File: config.mk
export PLATFORM = sky130hd
export DESIGN_NAME = eprom_mode_decode
export DESIGN_NICKNAME = d
export VERILOG_FILES = /design/src/rtl/eprom_pkg.sv /design/src/rtl/eprom_mode_decode.sv
export SDC_FILE = /design/constraint.sdc
export NUM_CORES = 1
export LEC_CHECK = 0
export ABC_AREA = 0
export CAP_MARGIN = 20
export CORE_AREA = 4 4 41 43
export DETAILED_ROUTE_END_ITERATION = 6
export DIE_AREA = 0 0 45 47
export PLACE_DENSITY = 0.35
export SLEW_MARGIN = 20
export SYNTH_ARGS = -nofsm -noshare
export SYNTH_HDL_FRONTEND = slang
export SYNTH_SLANG_ARGS = --single-unit
File: constraint.sdc
create_clock -name vclk -period 1.8
set_clock_uncertainty 0.1 [all_clocks]
set_input_delay 0.36 -clock vclk [all_inputs]
set_output_delay 0.36 -clock vclk [all_outputs]
set_load 0.01 [all_outputs]
File: src/rtl/eprom_pkg.sv
package eprom_pkg;

    typedef enum logic [2:0] {
        MODE_STANDBY = 3'd0,
        MODE_READ    = 3'd1,
        MODE_IDENT   = 3'd2,
        MODE_PROGRAM = 3'd3,
        MODE_INHIBIT = 3'd4,
        MODE_VERIFY  = 3'd5
    } bus_mode_e;

    typedef struct packed {
        logic sel_n;
        logic out_n;
        logic vpp;
        logic hv;
    } ctrl_pins_t;

    typedef struct packed {
        bus_mode_e mode;
        logic      drive;
        logic      wr;
        logic      ident;
    } decode_t;

    function automatic logic [7:0] with_odd_parity(input logic [6:0] v);
        return {~(^v), v};
    endfunction

    function automatic decode_t decode_pins(input ctrl_pins_t p);
        decode_t d;
        d.mode  = MODE_STANDBY;
        d.drive = 1'b0;
        d.wr    = 1'b0;
        d.ident = 1'b0;
        if (p.vpp) begin
            if (!p.sel_n && p.out_n) begin
                d.mode = MODE_PROGRAM;
                d.wr   = 1'b1;
            end else if (p.sel_n && !p.out_n) begin
                d.mode  = MODE_VERIFY;
                d.drive = 1'b1;
            end else begin
                d.mode = MODE_INHIBIT;
            end
        end else if (!p.sel_n) begin
            d.drive = !p.out_n;
            if (p.hv) begin
                d.mode  = MODE_IDENT;
                d.ident = 1'b1;
            end else begin
                d.mode = MODE_READ;
            end
        end
        return d;
    endfunction

endpackage

File: src/rtl/eprom_mode_decode.sv
module eprom_mode_decode
    import eprom_pkg::*;
(
    input  ctrl_pins_t pins_i,
    output decode_t    dec_o
);

    always_comb begin
        dec_o = decode_pins(pins_i);
    end

endmodule

==> reports/qor.yml <==
die_x_um: 45
final.fill_count: 160
crit_slowest_cell: "dlygate4sd2_1"
num_rows: 13
ir_drop_v: 0.0000596
maxSlewViolCount: 0
cts_setup_buffers: 0
worstSetupStartpoint: "pins_i[2]"
leakage_nw: 0.122
vias: 122
gp_congestion: 0.744
syn_area_per_cell_um2: 8.45
syn_area_um2: 101
numPortBuffers: 10
final_cell_mix: "dlygate4sd2_1, buf_2, ha_1"
cp-end-kind: "output port"
drt_wl_total_um: 323
area_delta_synth_final_pct: 111
worst_ep_required_time_ns: 1.34
synthCells: 12
seqCellArea_um2: 0
ys_warn_count: 0
placedCellCount: 38
antenna_cells: 0
clkbuf_count: 0
fin_cells: 38
min-delay-start: "pins_i[0]"
pin_count: 10
maxCapViolCount: 0
grt_start_max_net_pins: 7
grt_pass1_wl_um: 572
drtPass1Iterations: 1
start_util: 0.0779
wl_per_cell_um: 8.50
relSlewSlack: 0.835
multi_input_comb_area_um2: 103
worstPathMaxFanout: 2
crit_arrival_ns: 1.28
die_h_um: 47
first_global_vias: 124
detail-route-antenna-nets: 0
yosysSeqAreaShare: 0
synthDistinctLibCells: 9
syn-num-nets: 19
powerDensity_nw_per_um2: 192
hold_slack_ns: 0.934
tightest_slew_ns: 0.247
rsz0062_at_grt: "false"
antenna_found_initial: 0
die_area_um2: 2120
fin_crit_ns: 1.74
hp-class: "input port to output port"
seq_cells: 0
crit_type: "input port to output port"
finalCritPeriodShare: 0.966
via_per_inst: 3.21
drc: 0
overflow: 0
finalSetupViolCount: 0
critPathLaunchType: "input port"
finalSetupTns_ns: 0
path_cells: "dlygate4sd2_1, ha_2, and2_4, or2_1, buf_2"
dp_hpwl_um: 277
clock.fmax_ghz: 0.575
nNetsFinal: 32
grt.total_usage: 0.0338
drt_iter0_drc: 0
final_common_cell: "dlygate4sd2_1"
holdBufCountCts: 0
finalHoldViolations: 0
drive_gt1_frac: 0.435
coreArea_um2: 1300
cpPeakStageDelay_ns: 0.25
status: "complete, no violations"
==> through the flow <==
stage	power (mW)	cell area, um2	worst slack, ns	util
floorplan	0.0173	101	0.347	-
detailed placement	0.0494	228	-0.601	0.175
global route	0.0462	214	0.0135	0.164
global placement	0.0490	228	-0.589	0.175
finish	0.0412	214	0.0605	0.164
CTS	0.0404	209	0.0191	0.161
==> logic make-up after synthesis <==
group           count (synthesis)  synth area share
buf+inv                         2            0.0741
simple gates                    5             0.370
compound gates                  1            0.0741
mux                             1             0.111
fa+ha+maj                       3             0.370
==> cell type report <==
cell class                      count  area share
Multi-Input combinational cell     10       0.480
Timing Repair Buffer               11       0.398
Tap cell                           15      0.0877
Inverter                            2      0.0351
==> what timing repair did <==
item / CTS / global route
pin swaps: 0 / 1
endpoints found under the setup margin: 6 / 3
gates resized for setup: 21 / 4
==> worst paths after layout <==
check | depth (start not counted) | endpoint
min | 3 | dec_o[3]
max | 5 | dec_o[4]
==> synth_stat cells, drive strengths merged <==
cell type  count  area, um2
nor3b          1       12.5
mux2           1       11.3
nand2          1       3.75
and2           1       8.76
inv            2       7.51
nor2b          1       6.26
ha             3       37.5
o31ai          1       7.51
or2            1       6.26
==> routing by layer <==
metal  wire length (um)  GRT usage
met5                  0          0
met4                  0          0
met3                 53    0.00766
met2                 75     0.0452
met1                193     0.0562
==> critical path: cells and delay by family <==
kind                       cells  cell delay (ns)
adders and majority gates      1             0.19
buffers and inverters          2             0.39
and+or+nand+nor                2             0.35
==> power breakdown <==
group	total (mW)	switching [mW]	internal, mW
Clock	0	0	0
Combinational	0.0412	0.0194	0.0218
Sequential	0	0	0
Power figures use the tool's default switching activity.
